<file path="config.mk">
export PLATFORM = sky130hd
export DESIGN_NAME = pci_bus_acquire
export DESIGN_NICKNAME = d
export VERILOG_FILES = /design/src/rtl/pci_bus_acquire.sv
export SDC_FILE = /design/constraint.sdc
export NUM_CORES = 1
export LEC_CHECK = 0
export ABC_AREA = 1
export BUFFER_PORTS_ARGS = -buffer_cell sky130_fd_sc_hd__clkbuf_2
export CAP_MARGIN = 20
export CORE_MARGIN = 2
export CORE_UTILIZATION = 49
export CTS_CLUSTER_SIZE = 12
export DETAILED_ROUTE_END_ITERATION = 8
export PLACE_DENSITY_LB_ADDON = 0.1
export RECOVER_POWER = 100
export SYNTH_ARGS = -nofsm -noshare
export SYNTH_HDL_FRONTEND = slang
export SYNTH_SLANG_ARGS = --single-unit
</file>
<file path="constraint.sdc">
create_clock -name clk -period 3.3 [get_ports clk]
set_clock_uncertainty 0.15 [all_clocks]
set_input_delay 0.495 -clock clk [delete_from_list [all_inputs] [get_ports clk]]
set_output_delay 0.495 -clock clk [all_outputs]
set_load 0.01 [all_outputs]
</file>
<file path="src/rtl/pci_bus_acquire.sv">
module pci_bus_acquire #(
  parameter int AW = 32
) (
  input  logic          clk,
  input  logic          rst_n,
  input  logic          dma_req,
  input  logic [1:0]    dma_kind,
  input  logic [AW-1:0] dma_addr,
  input  logic          burst_line,
  output logic          dma_ack,
  output logic          req_n,
  input  logic          gnt_n,
  input  logic          frame_n_in,
  input  logic          irdy_n_in,
  output logic [AW-1:0] ad_out,
  output logic          ad_oe,
  output logic [3:0]    cbe_out,
  output logic          cbe_oe,
  output logic          frame_n_out,
  output logic          frame_oe,
  output logic          addr_start
);
  localparam logic [3:0] CMD_MR  = 4'b0110;
  localparam logic [3:0] CMD_MW  = 4'b0111;
  localparam logic [3:0] CMD_MRM = 4'b1100;
  localparam logic [3:0] CMD_MRL = 4'b1110;

  typedef enum logic [1:0] {IDLE, REQ_WAIT, BUS_WAIT, ADDR} state_t;

  state_t        state, state_nx;
  logic [AW-1:0] addr_q;
  logic [3:0]    cmd_q, cmd_sel;
  logic          bus_idle, in_addr;

  assign bus_idle = frame_n_in && irdy_n_in;
  assign in_addr  = (state == ADDR);
  assign dma_ack  = dma_req && (state == IDLE || in_addr);

  always_comb begin
    case (dma_kind)
      2'd1:    cmd_sel = CMD_MW;
      2'd3:    cmd_sel = burst_line ? CMD_MRL : CMD_MRM;
      default: cmd_sel = CMD_MR;
    endcase
  end

  always_comb begin
    state_nx = state;
    case (state)
      IDLE:     if (dma_ack) state_nx = REQ_WAIT;
      REQ_WAIT: if (!gnt_n) state_nx = BUS_WAIT;
      BUS_WAIT: if (gnt_n) state_nx = REQ_WAIT;
                else if (bus_idle) state_nx = ADDR;
      ADDR:     state_nx = dma_ack ? REQ_WAIT : IDLE;
      default:  state_nx = IDLE;
    endcase
  end

  always_ff @(posedge clk) begin
    if (!rst_n) begin
      state  <= IDLE;
      addr_q <= '0;
      cmd_q  <= CMD_MR;
    end else begin
      state <= state_nx;
      if (dma_ack) begin
        addr_q <= dma_addr;
        cmd_q  <= cmd_sel;
      end
    end
  end

  assign req_n       = !(state == REQ_WAIT || state == BUS_WAIT || (in_addr && dma_req));
  assign ad_oe       = in_addr;
  assign cbe_oe      = in_addr;
  assign frame_oe    = in_addr;
  assign frame_n_out = !in_addr;
  assign addr_start  = in_addr;
  assign ad_out      = in_addr ? addr_q : '0;
  assign cbe_out     = in_addr ? cmd_q : 4'b0000;

  AST_FRAME_AFTER_IDLE_GNT: assert property (@(posedge clk) disable iff (!rst_n)
    !frame_n_out |-> ($past(!gnt_n) && $past(frame_n_in) && $past(irdy_n_in)));
  AST_FRAME_AFTER_REQ: assert property (@(posedge clk) disable iff (!rst_n)
    !frame_n_out |-> $past(!req_n));
  AST_ONE_CLOCK_ADDR: assert property (@(posedge clk) disable iff (!rst_n)
    addr_start |=> !addr_start);
  AST_GNT_LOSS_NO_FRAME: assert property (@(posedge clk) disable iff (!rst_n)
    (!req_n && frame_n_out && gnt_n) |=> (frame_n_out && !req_n));
  AST_LEGAL_CMD: assert property (@(posedge clk) disable iff (!rst_n)
    cbe_oe |-> (cbe_out == CMD_MR || cbe_out == CMD_MW || cbe_out == CMD_MRM || cbe_out == CMD_MRL));
  AST_REQ_RELEASE: assert property (@(posedge clk) disable iff (!rst_n)
    (addr_start && !dma_req) |-> req_n);
  AST_ACK_RAISES_REQ: assert property (@(posedge clk) disable iff (!rst_n)
    dma_ack |=> !req_n);
endmodule

</file>
==> metrics.md, run 1 <==
| Metric | Value |
|---|---|
| Share of post-route cells with drive strength above 1 | `15.9%` |
| Part of the cycle the worst path needs | `80.8%` |
| Most frequent cell after synthesis | `sky130_fd_sc_hd__nor2_1` |
| Net Count, Synth | `304` |
| Layout area overhead | `19.8%` |
| Comb power frac | `35.3%` |
| Max-capacitance violation count | `0` |
| Count of antenna diodes in the layout | `0` |
| Initial standard-cell utilization of the core | `52.1%` |
| Power density over cell area | `632 nW/um2` |
| Post-layout worst setup margin | `634 ps` |
| Number of violations reported at the end of detailed-routing iteration 0 | `148` |
| Number of global-route vias before repair | `1377` |
| DIE WIDTH | `64.3 um` |
| Placeable core area | `3420 um2` |
| Psw | `0.000514 W` |
| Run status | `complete, no violations` |
| Total via count in the routed design | `1687` |
| DRC violation count after routing | `0` |
| Final net count | `378` |
| Number of synthesized flops with an enable pin | `0` |
| Launch point of the worst path | `state[0]` |
| Overflow after GRT | `0` |
| Area enclosed by the die boundary | `4130 um2` |
| # port buffers | `83` |
| Leakage Power | `1.21 nW` |
| Vias per cell | `4.44` |
| Async SR Flop Fraction | `0%` |
| Count of state elements after synthesis | `37` |
| Post-route minimum period | `2670 ps` |
| Unrepaired setup endpoints after global routing | `no` |
| Sequential cell fraction of total power | `48.1%` |
| Critical Path End Type | `output port` |
| Global placer's final weighted congestion | `0.776` |
| Fill cell count | `384` |
| Data required time of the worst path | `2650 ps` |
| TritonCTS buffer count | `5` |
| Hold-fix buffers, CTS | `0` |
| Clock tree sinks | `37` |
| Critical Path Source Type | `register` |
| Post-synthesis cell area | `1780 um2` |
| Wire length of the first global-routing pass | `5820 um` |
| Max-slew violations | `0` |
| Final Hold Vio Count | `0` |
| Setup Total Neg Slack | `0 ps` |
| Rows | `21` |
| Cell variety after synth | `22` |
| Height of the chip | `64.3 um` |
| Biggest fanout along the worst timing path | `37` |
| Largest net degree at the start of global routing | `38` |
| Warnings, synthesis | `0` |
| Mean Syn Cell Area | `6.87 um2` |
| TritonRoute pass-1 iters | `4` |
| Area occupied by registers | `741 um2` |
| Cell type contributing the most total cell area after synthesis | `sky130_fd_sc_hd__dfxtp_1` |
| Internal power | `0.000833 W` |
| Area share of the largest cell type after synthesis | `41.6%` |
| Dominant synthesized flop cell | `sky130_fd_sc_hd__dfxtp_1` |
| F_max | `375 MHz` |
| Area used by multi-input combinational logic | `733 um2` |
| Final Routed Wirelength | `3650 um` |
| Antenna violations before repair | `0` |
| Clock tree from TritonCTS | `built` |
| Worst Setup Slack post-DPL | `967 ps` |
| Total routing resource utilization after global routing | `18.1%` |
| Number of gates resized after CTS | `0` |
| Slack of the worst reg-to-reg path | `1190 ps` |
| Buffers from clock root to sink, at most | `2` |
| Max_slew headroom | `54.8%` |
| Detailed placement HPWL | `2550 um` |
| Root cell of the clock tree | `sky130_fd_sc_hd__clkbuf_4` |
| Clock transition at the register clock pins on the worst setup and hold paths after CTS | `100 ps` |
| Startpoint of the most critical hold path | `burst_line` |
| H-tree lvl count | `2` |
| Clock latency on the worst-skew pair | `330 ps` |
| Number of I/O pins | `84` |
| Proportion of synthesized chip area in sequential cells | `41.6%` |
| Post-DR wirelength/cell | `9.62 um` |
| Worst-case vdd ir drop | `0.000338 V` |
| Worst min-delay path category | `primary input to register` |
| Data arrival, critical path | `2020 ps` |
| Switching power as a share of total power | `38.2%` |
| Final setup violation count | `0` |
| Ranking of synthesized cells by instance count | `sky130_fd_sc_hd__nor2_1, sky130_fd_sc_hd__nand2_1, sky130_fd_sc_hd__inv_1` |
| Critical path start-end classification | `register to output port` |
| Portion of total power attributed to the clock network | `16.6%` |
| Main area contributors after synthesis | `sky130_fd_sc_hd__dfxtp_1, sky130_fd_sc_hd__nor2_1, sky130_fd_sc_hd__nand2_1, sky130_fd_sc_hd__o21ai_0, sky130_fd_sc_hd__inv_1` |
| Transition time of the tightest slew-check pin | `678 ps` |
| Startpoint of the lowest-slack register-to-register path | `state[0]` |
| Cell count after synthesis | `259` |
| Antenna violation net count after detailed routing | `0` |
| Post CTS Setup Buffer Count | `0` |
through the flow:
step / area [um2] / power [W] / utilization (%) / hold slack (ps) / cells
2_1_floorplan: 1780 / 0.00109 / - / 292 / 259
3_3_place_gp: 2150 / 0.00116 / 63.0 / 304 / 372
3_5_place_dp: 2150 / 0.00117 / 63.0 / 312 / 372
4_1_cts: 2200 / 0.00139 / 64.5 / 212 / 380
5_1_grt: 2130 / 0.00146 / 62.4 / 202 / 380
6_report: 2130 / 0.00135 / 62.4 / 225 / 380
power by group through the flow:
stage	sequential (W)	clock, W	combinational (W)
6_report	0.000648	0.000223	0.000476
3_3_place_gp	0.000660	0	0.000495
5_1_grt	0.000664	0.000251	0.000546
2_1_floorplan	0.000648	0	0.000440
3_5_place_dp	0.000663	0	0.000508
4_1_cts	0.000653	0.000231	0.000510
flip-flops by register name, indices dropped and copies added (netlist names):
register	flops
addr_q	32
cmd_q	3
state	2
path summary, 6_finish.rpt:
check                           cells after the start  endpoint
worst max-delay path                                6   dma_ack
worst max register to register                      8  cmd_q[1]
worst min register to register                      2  cmd_q[0]
worst min-delay path                                3  cmd_q[1]
cell usage in the layout (no fill, tap or decap), types with 2 or more instances in the layout:
cell type,count
sky130_fd_sc_hd__ha_1,4
sky130_fd_sc_hd__nor2_1,62
sky130_fd_sc_hd__clkbuf_4,5
sky130_fd_sc_hd__nand3_1,7
sky130_fd_sc_hd__nand2_1,45
sky130_fd_sc_hd__clkinv_2,2
sky130_fd_sc_hd__clkbuf_1,44
sky130_fd_sc_hd__dfxtp_1,37
sky130_fd_sc_hd__inv_1,42
sky130_fd_sc_hd__nor2_2,2
sky130_fd_sc_hd__clkbuf_2,40
sky130_fd_sc_hd__a21oi_1,6
sky130_fd_sc_hd__o21ai_0,32
cell families after synthesis:
group | count (synthesis) | synth area share, %
and+or+nand+nor | 118 | 27.3
buffers and inverters | 60 | 16.2
AOI/OAI and AO/OA | 40 | 12.1
DFF | 37 | 41.6
adders and majority gates | 4 | 2.81
cell type report:
type                            instances  share of cell area [%]
Multi-Input combinational cell        162                    34.4
Clock inverter                          2                   0.470
Clock buffer                            6                    1.94
Tap cell                               46                    2.70
Sequential cell                        37                    34.8
Timing Repair Buffer                   84                    17.9
Inverter                               43                    7.81
critical path, stage by stage, from the launching register on:
cell	delay [ps]
sky130_fd_sc_hd__dfxtp_1	440
sky130_fd_sc_hd__inv_1	110
sky130_fd_sc_hd__ha_1	310
sky130_fd_sc_hd__inv_1	100
sky130_fd_sc_hd__nand2_4	210
sky130_fd_sc_hd__inv_6	310
sky130_fd_sc_hd__clkbuf_1	190
routing by layer:
layer  track usage [%]  vias up  routed length, um
li1                  -      920                  -
met3              4.23        8                221
met5                 0        -                  0
met4              9.57        0                 67
met1              22.3      708               1740
met2              29.4       51               1620
(Power assumes the default switching activity.)
==> run 2: changes to the inputs <==
--- a/config.mk
+++ b/config.mk
@@ -9,7 +9,7 @@
 export BUFFER_PORTS_ARGS = -buffer_cell sky130_fd_sc_hd__clkbuf_2
 export CAP_MARGIN = 20
 export CORE_MARGIN = 2
-export CORE_UTILIZATION = 49
+export CORE_UTILIZATION = 46
 export CTS_CLUSTER_SIZE = 12
 export DETAILED_ROUTE_END_ITERATION = 8
 export PLACE_DENSITY_LB_ADDON = 0.1
==> constraint.sdc (replaced) <==
create_clock -name clk -period 2.6 [get_ports clk]
set_clock_uncertainty 0.15 [all_clocks]
set_input_delay 0.39 -clock clk [delete_from_list [all_inputs] [get_ports clk]]
set_output_delay 0.39 -clock clk [all_outputs]
set_load 0.01 [all_outputs]
==> metrics.md, run 2 (synthesis results as in run 1) <==
| Metric | Value |
|---|---|
| Run status | `complete, no violations (unchanged)` |
| Power density over cell area | `835 nW/um2 (was 632 nW/um2)` |
| Area enclosed by the die boundary | `4380 um2 (was 4130 um2)` |
| Max_slew headroom | `61.8% (was 54.8%)` |
| Overflow after GRT | `0 (unchanged)` |
| Antenna violations before repair | `0 (unchanged)` |
| Min-Delay Path Depth | `3 (unchanged)` |
| Final net count | `380 (was 378)` |
| Biggest registers after layout | `addr_q (32), cmd_q (3), state (2) (unchanged)` |
| Root cell of the clock tree | `sky130_fd_sc_hd__clkbuf_8 (was sky130_fd_sc_hd__clkbuf_4)` |
| DRC violation count after routing | `0 (unchanged)` |
| Largest Register | `addr_q (unchanged)` |
| Setup Total Neg Slack | `0 ps (unchanged)` |
| Worst hold slack after final layout | `163 ps (was 225 ps)` |
| H-tree lvl count | `2 (unchanged)` |
| Detailed placement HPWL | `2700 um (was 2550 um)` |
| Critical Path Source Type | `register (unchanged)` |
| Clock tree sinks | `37 (unchanged)` |
| Total via count in the routed design | `1730 (was 1687)` |
| Global placer's final weighted congestion | `0.773 (was 0.776)` |
| Total routing resource utilization after global routing | `19.5% (was 18.1%)` |
| Placeable core area | `3690 um2 (was 3420 um2)` |
| Clock latency on the worst-skew pair | `290 ps (was 330 ps)` |
| Commonest cells after routing, fill and taps aside | `sky130_fd_sc_hd__nor2_1, sky130_fd_sc_hd__nand2_1, sky130_fd_sc_hd__clkbuf_1, sky130_fd_sc_hd__inv_1, sky130_fd_sc_hd__clkbuf_2 (unchanged)` |
| Rows | `22 (was 21)` |
| Hold-fix buffers, CTS | `0 (unchanged)` |
| Data required time of the worst path | `2060 ps (was 2650 ps)` |
| TritonRoute pass-1 iters | `4 (unchanged)` |
| Max-capacitance violation count | `0 (unchanged)` |
| DIE WIDTH | `66.2 um (was 64.3 um)` |
| TritonCTS buffer count | `5 (unchanged)` |
| Most frequent standard cell in the layout excluding fill and tap cells | `sky130_fd_sc_hd__nor2_1 (unchanged)` |
| Total Power Consumption | `0.00182 W (was 0.00135 W)` |
| Critical Path End Type | `output port (unchanged)` |
| Util after Layout | `59.0% (was 62.4%)` |
| # port buffers | `83 (unchanged)` |
| Antenna violation net count after detailed routing | `0 (unchanged)` |
| Post CTS Setup Buffer Count | `0 (unchanged)` |
| Number of violations reported at the end of detailed-routing iteration 0 | `99 (was 148)` |
| Vias per cell | `4.51 (was 4.44)` |
| Count of antenna diodes in the layout | `0 (unchanged)` |
| Final Hold Vio Count | `0 (unchanged)` |
| Biggest fanout along the worst timing path | `16 (was 37)` |
| Height of the chip | `66.2 um (was 64.3 um)` |
| Post-DR wirelength/cell | `10.2 um (was 9.62 um)` |
| Final setup violation count | `0 (unchanged)` |
| Post-route minimum period | `2180 ps` |
| Initial standard-cell utilization of the core | `48.2% (was 52.1%)` |
| Number of I/O pins | `84 (unchanged)` |
| Clock tree from TritonCTS | `built (unchanged)` |
| F_max | `458 MHz` |
| Part of the cycle the worst path needs | `83.9%` |
| Worst Setup Slack post-DPL | `705 ps (was 967 ps)` |
| Data arrival, critical path | `1640 ps (was 2020 ps)` |
| Transition time of the tightest slew-check pin | `574 ps (was 678 ps)` |
| Wire length of the first global-routing pass | `6540 um (was 5820 um)` |
| Unrepaired setup endpoints after global routing | `no (unchanged)` |
| Worst-case vdd ir drop | `0.000401 V (was 0.000338 V)` |
| Layout area overhead | `22.4% (was 19.8%)` |
| Worst-case reg-to-reg path depth | `8 (unchanged)` |
| Number of flip-flops in the largest register | `32 (unchanged)` |
| Clock transition at the register clock pins on the worst setup and hold paths after CTS | `70 ps (was 100 ps)` |
| Share of post-route cells with drive strength above 1 | `17.6% (was 15.9%)` |
| Worst min-delay path category | `primary input to register (unchanged)` |
| Buffers from clock root to sink, at most | `2 (unchanged)` |
| Max-slew violations | `0 (unchanged)` |
| Number of gates resized after CTS | `0 (unchanged)` |
| Largest net degree at the start of global routing | `36 (was 38)` |
| Post-layout worst setup margin | `418 ps (was 634 ps)` |
| Number of global-route vias before repair | `1563 (was 1377)` |
| Critical path start-end classification | `register to output port (unchanged)` |
| Final Routed Wirelength | `3910 um (was 3650 um)` |
| Leakage Power | `1.23 nW (was 1.21 nW)` |
==> run 2: cell types whose count changed in the layout (fill, tap and decap cells not counted) <==
cell / delta
sky130_fd_sc_hd__clkbuf_4: -5
sky130_fd_sc_hd__clkbuf_8: +5
sky130_fd_sc_hd__nor2_1: -4
sky130_fd_sc_hd__nor2_2: +4
sky130_fd_sc_hd__clkbuf_2: +2
sky130_fd_sc_hd__a21boi_0: +1
sky130_fd_sc_hd__a21boi_4: -1
sky130_fd_sc_hd__buf_4: +1
sky130_fd_sc_hd__clkbuf_1: -1
==> run 2: stage by stage <==
step / cells / instance area, um2
floorplan: 259 / 1780
global placement: 376 / 2170
detailed placement: 376 / 2170
CTS: 384 / 2250
global route: 384 / 2180
finish: 384 / 2180
==> run 2: worst paths after layout <==
kind / slack, ps / startpoint / to
worst max-delay path: 420 / state[0] / dma_ack
worst min-delay path: 160 / burst_line / cmd_q[1]
worst max register to register: 490 / state[0] / addr_q[27]
worst min register to register: 320 / cmd_q[0] / cmd_q[0]
==> run 2: critical path: stages, from the launching register on <==
cell and delay [ps]:
sky130_fd_sc_hd__dfxtp_1 420, sky130_fd_sc_hd__inv_1 110, sky130_fd_sc_hd__ha_1 310, sky130_fd_sc_hd__inv_1 90, sky130_fd_sc_hd__nand2_4 130, sky130_fd_sc_hd__inv_6 130
sky130_fd_sc_hd__clkbuf_1 160
==> run 2: power by group <==
part | internal, W | switching [W] | leakage (nW) | total [W]
combinational | 0.000226 | 0.000384 | 0.874 | 0.000610
sequential | 0.000735 | 0.0000914 | 0.306 | 0.000827
clock | 0.000186 | 0.000195 | 0.0450 | 0.000380
==> run 2: final cells by class <==
type	instances	area, um2
Clock buffer	6	72.6
Clock inverter	2	10.0
Tap cell	48	60.1
Inverter	43	166
Fill cell	429	1510
Timing Repair Buffer	86	395
Multi-Input combinational cell	162	732
Sequential cell	37	741
==> run 2: layer usage <==
| layer | part of all wire [%] | GRT usage, % |
|---|---|---|
| met5 | 0 | 0 |
| met4 | 1.3 | 6.89 |
| met2 | 47 | 33.5 |
| met3 | 5.6 | 6.30 |
| met1 | 46 | 22.4 |
==> run 3: changes to the inputs <==
--- a/config.mk
+++ b/config.mk
@@ -9,7 +9,7 @@
 export BUFFER_PORTS_ARGS = -buffer_cell sky130_fd_sc_hd__clkbuf_2
 export CAP_MARGIN = 20
 export CORE_MARGIN = 2
-export CORE_UTILIZATION = 46
+export CORE_UTILIZATION = 41
 export CTS_CLUSTER_SIZE = 12
 export DETAILED_ROUTE_END_ITERATION = 8
 export PLACE_DENSITY_LB_ADDON = 0.1
==> constraint.sdc (replaced) <==
create_clock -name clk -period 1.8 [get_ports clk]
set_clock_uncertainty 0.15 [all_clocks]
set_input_delay 0.27 -clock clk [delete_from_list [all_inputs] [get_ports clk]]
set_output_delay 0.27 -clock clk [all_outputs]
set_load 0.01 [all_outputs]
==> metrics.md, run 3 (synthesis results as in run 1) <==
| Metric | Value |
|---|---|
| Run status | `complete, but fails checks (was complete, no violations)` |
| Failing checks | `negative setup slack` |
| Startpoint of the lowest-slack register-to-register path | `state[0] (unchanged)` |
| Final net count | `393 (was 380)` |
| Leakage Power | `1.51 nW (was 1.23 nW)` |
| Final Routed Wirelength | `4530 um (was 3910 um)` |
| Global placer's final weighted congestion | `0.808 (was 0.773)` |
| Worst Setup Slack post-DPL | `118 ps (was 705 ps)` |
| Worst-case vdd ir drop | `0.000714 V (was 0.000401 V)` |
| Total via count in the routed design | `1787 (was 1730)` |
| Overflow after GRT | `0 (unchanged)` |
| Largest net degree at the start of global routing | `30 (was 36)` |
| Vias per cell | `4.48 (was 4.51)` |
| Final Hold Vio Count | `0 (unchanged)` |
| Count of antenna diodes in the layout | `0 (unchanged)` |
| Root cell of the clock tree | `sky130_fd_sc_hd__clkbuf_8 (unchanged)` |
| Setup Total Neg Slack | `-36.5 ps (was 0 ps)` |
| Number of I/O pins | `84 (unchanged)` |
| Height of the chip | `69.9 um (was 66.2 um)` |
| Clock latency on the worst-skew pair | `290 ps (about the same)` |
| Transition time of the tightest slew-check pin | `291 ps (was 574 ps)` |
| Critical Path End Type | `output port (unchanged)` |
| H-tree lvl count | `2 (unchanged)` |
| Placeable core area | `4090 um2 (was 3690 um2)` |
| Max-capacitance violation count | `0 (unchanged)` |
| Detailed placement HPWL | `2920 um (was 2700 um)` |
| Max_slew headroom | `80.6% (was 61.8%)` |
| Initial standard-cell utilization of the core | `43.5% (was 48.2%)` |
| # placed instances | `384 (was 376)` |
| Rows | `23 (was 22)` |
| Biggest fanout along the worst timing path | `7 (was 16)` |
| Share of post-route cells with drive strength above 1 | `42.4% (was 17.6%)` |
| Layout area overhead | `46.5% (was 22.4%)` |
| Number of violations reported at the end of detailed-routing iteration 0 | `96 (was 99)` |
| Total routing resource utilization after global routing | `17.3% (was 19.5%)` |
| Post-layout worst setup margin | `-10.4 ps (was 418 ps)` |
| Antenna violations before repair | `0 (unchanged)` |
| Unrepaired setup endpoints after global routing | `yes (was no)` |
| Final setup violation count | `8 (was 0)` |
| TritonRoute pass-1 iters | `4 (unchanged)` |
| Data required time of the worst path | `1380 ps (was 2060 ps)` |
| Antenna violation net count after detailed routing | `0 (unchanged)` |
| Buffers from clock root to sink, at most | `2 (unchanged)` |
| F_max | `552 MHz` |
| Critical Path Source Type | `register (unchanged)` |
| Largest Register | `addr_q (unchanged)` |
| Max-slew violations | `0 (unchanged)` |
| Worst-case reg-to-reg path depth | `9 (was 8)` |
| Min-Delay Path Depth | `3 (unchanged)` |
| Startpoint of the most critical hold path | `burst_line (unchanged)` |
| Number of global-route vias before repair | `1559 (was 1563)` |
| TritonCTS buffer count | `5 (unchanged)` |
| Wire length of the first global-routing pass | `6830 um (was 6540 um)` |
| Number of flip-flops in the largest register | `32 (unchanged)` |
| Data arrival, critical path | `1390 ps (was 1640 ps)` |
| Clock transition at the register clock pins on the worst setup and hold paths after CTS | `70 ps (about the same)` |
| Power density over cell area | `1200 nW/um2 (was 835 nW/um2)` |
| DIE WIDTH | `69.9 um (was 66.2 um)` |
| Worst min-delay path category | `primary input to register (unchanged)` |
| Commonest cells after routing, fill and taps aside | `sky130_fd_sc_hd__nor2_1, sky130_fd_sc_hd__clkbuf_2, sky130_fd_sc_hd__dfxtp_1, sky130_fd_sc_hd__inv_1, sky130_fd_sc_hd__o21ai_0 (was sky130_fd_sc_hd__nor2_1, sky130_fd_sc_hd__nand2_1, sky130_fd_sc_hd__clkbuf_1, sky130_fd_sc_hd__inv_1, sky130_fd_sc_hd__clkbuf_2)` |
| Area enclosed by the die boundary | `4880 um2 (was 4380 um2)` |
| Launch point of the worst path | `state[0] (unchanged)` |
| Critical path start-end classification | `register to output port (unchanged)` |
| Total Power Consumption | `0.00314 W (was 0.00182 W)` |
| Clock tree sinks | `37 (unchanged)` |
| Most frequent standard cell in the layout excluding fill and tap cells | `sky130_fd_sc_hd__nor2_1 (unchanged)` |
| DRC violation count after routing | `0 (unchanged)` |
| Final std cells w/o fill | `399 (was 384)` |
| Biggest registers after layout | `addr_q (32), cmd_q (3), state (2) (unchanged)` |
| Part of the cycle the worst path needs | `101%` |
| Post-route minimum period | `1810 ps` |
| Clock tree from TritonCTS | `built (unchanged)` |
| Post-DR wirelength/cell | `11.3 um (was 10.2 um)` |
| # port buffers | `83 (unchanged)` |
[run 3: worst max-delay path: stages (launching register included)]
cell and delay, ps:
sky130_fd_sc_hd__dfxtp_2 340, sky130_fd_sc_hd__buf_6 110, sky130_fd_sc_hd__ha_4 240, sky130_fd_sc_hd__clkbuf_16 200, sky130_fd_sc_hd__nand2_2 50, sky130_fd_sc_hd__inv_1 40
sky130_fd_sc_hd__buf_2 110
[run 3: repair_timing]
action	4_1_cts	5_1_grt
resized for setup	9	74
pin swaps	0	7
hold buffers	0	0
buffers inserted	1	2
hold endpoints to repair	0	0
cloned	0	4
setup endpoints to repair	43	47
[run 3: final timing paths]
kind	to	slack (ps)
max	ad_out[30]	-10
min	cmd_q[1]	50
max reg2reg	addr_q[13]	80
min reg2reg	cmd_q[0]	330
[run 3: area by class of cell]
class	instances	area (um2)
clock buffer	7	86.3
tap	50	62.6
fill	400	1480
clock inverter	1	30.0
timing repair buffer	99	698
multi-input combinational	162	817
inverter	43	169
sequential	37	743
[run 3: metal layers]
| layer | wire, um | part of all wire, % | global-route usage [%] | up-vias |
|---|---|---|---|---|
| met2 | 2090 | 46 | 26.7 | 55 |
| li1 | - | - | - | 954 |
| met4 | 93 | 2.1 | 7.91 | 0 |
| met3 | 299 | 6.6 | 4.76 | 10 |
| met1 | 2040 | 45 | 22.5 | 768 |
| met5 | 0 | 0 | 0 | - |
[run 3: power by group]
part	internal [W]	switching [W]	total [W]
Clock	0.000452	0.000287	0.000738
Combinational	0.000518	0.000665	0.00118
Sequential	0.00107	0.000149	0.00122
Total	0.00204	0.00110	0.00314
[run 3: per-stage QoR]
| stage | cell area, um2 | hold WS, ps | utilization (%) |
|---|---|---|---|
| floorplan | 1780 | 243 | - |
| global placement | 2230 | 311 | 54.5 |
| detailed placement | 2230 | 317 | 54.5 |
| CTS | 2400 | 39.5 | 58.7 |
| global route | 2610 | 49.3 | 63.8 |
| finish | 2610 | 49.8 | 63.8 |
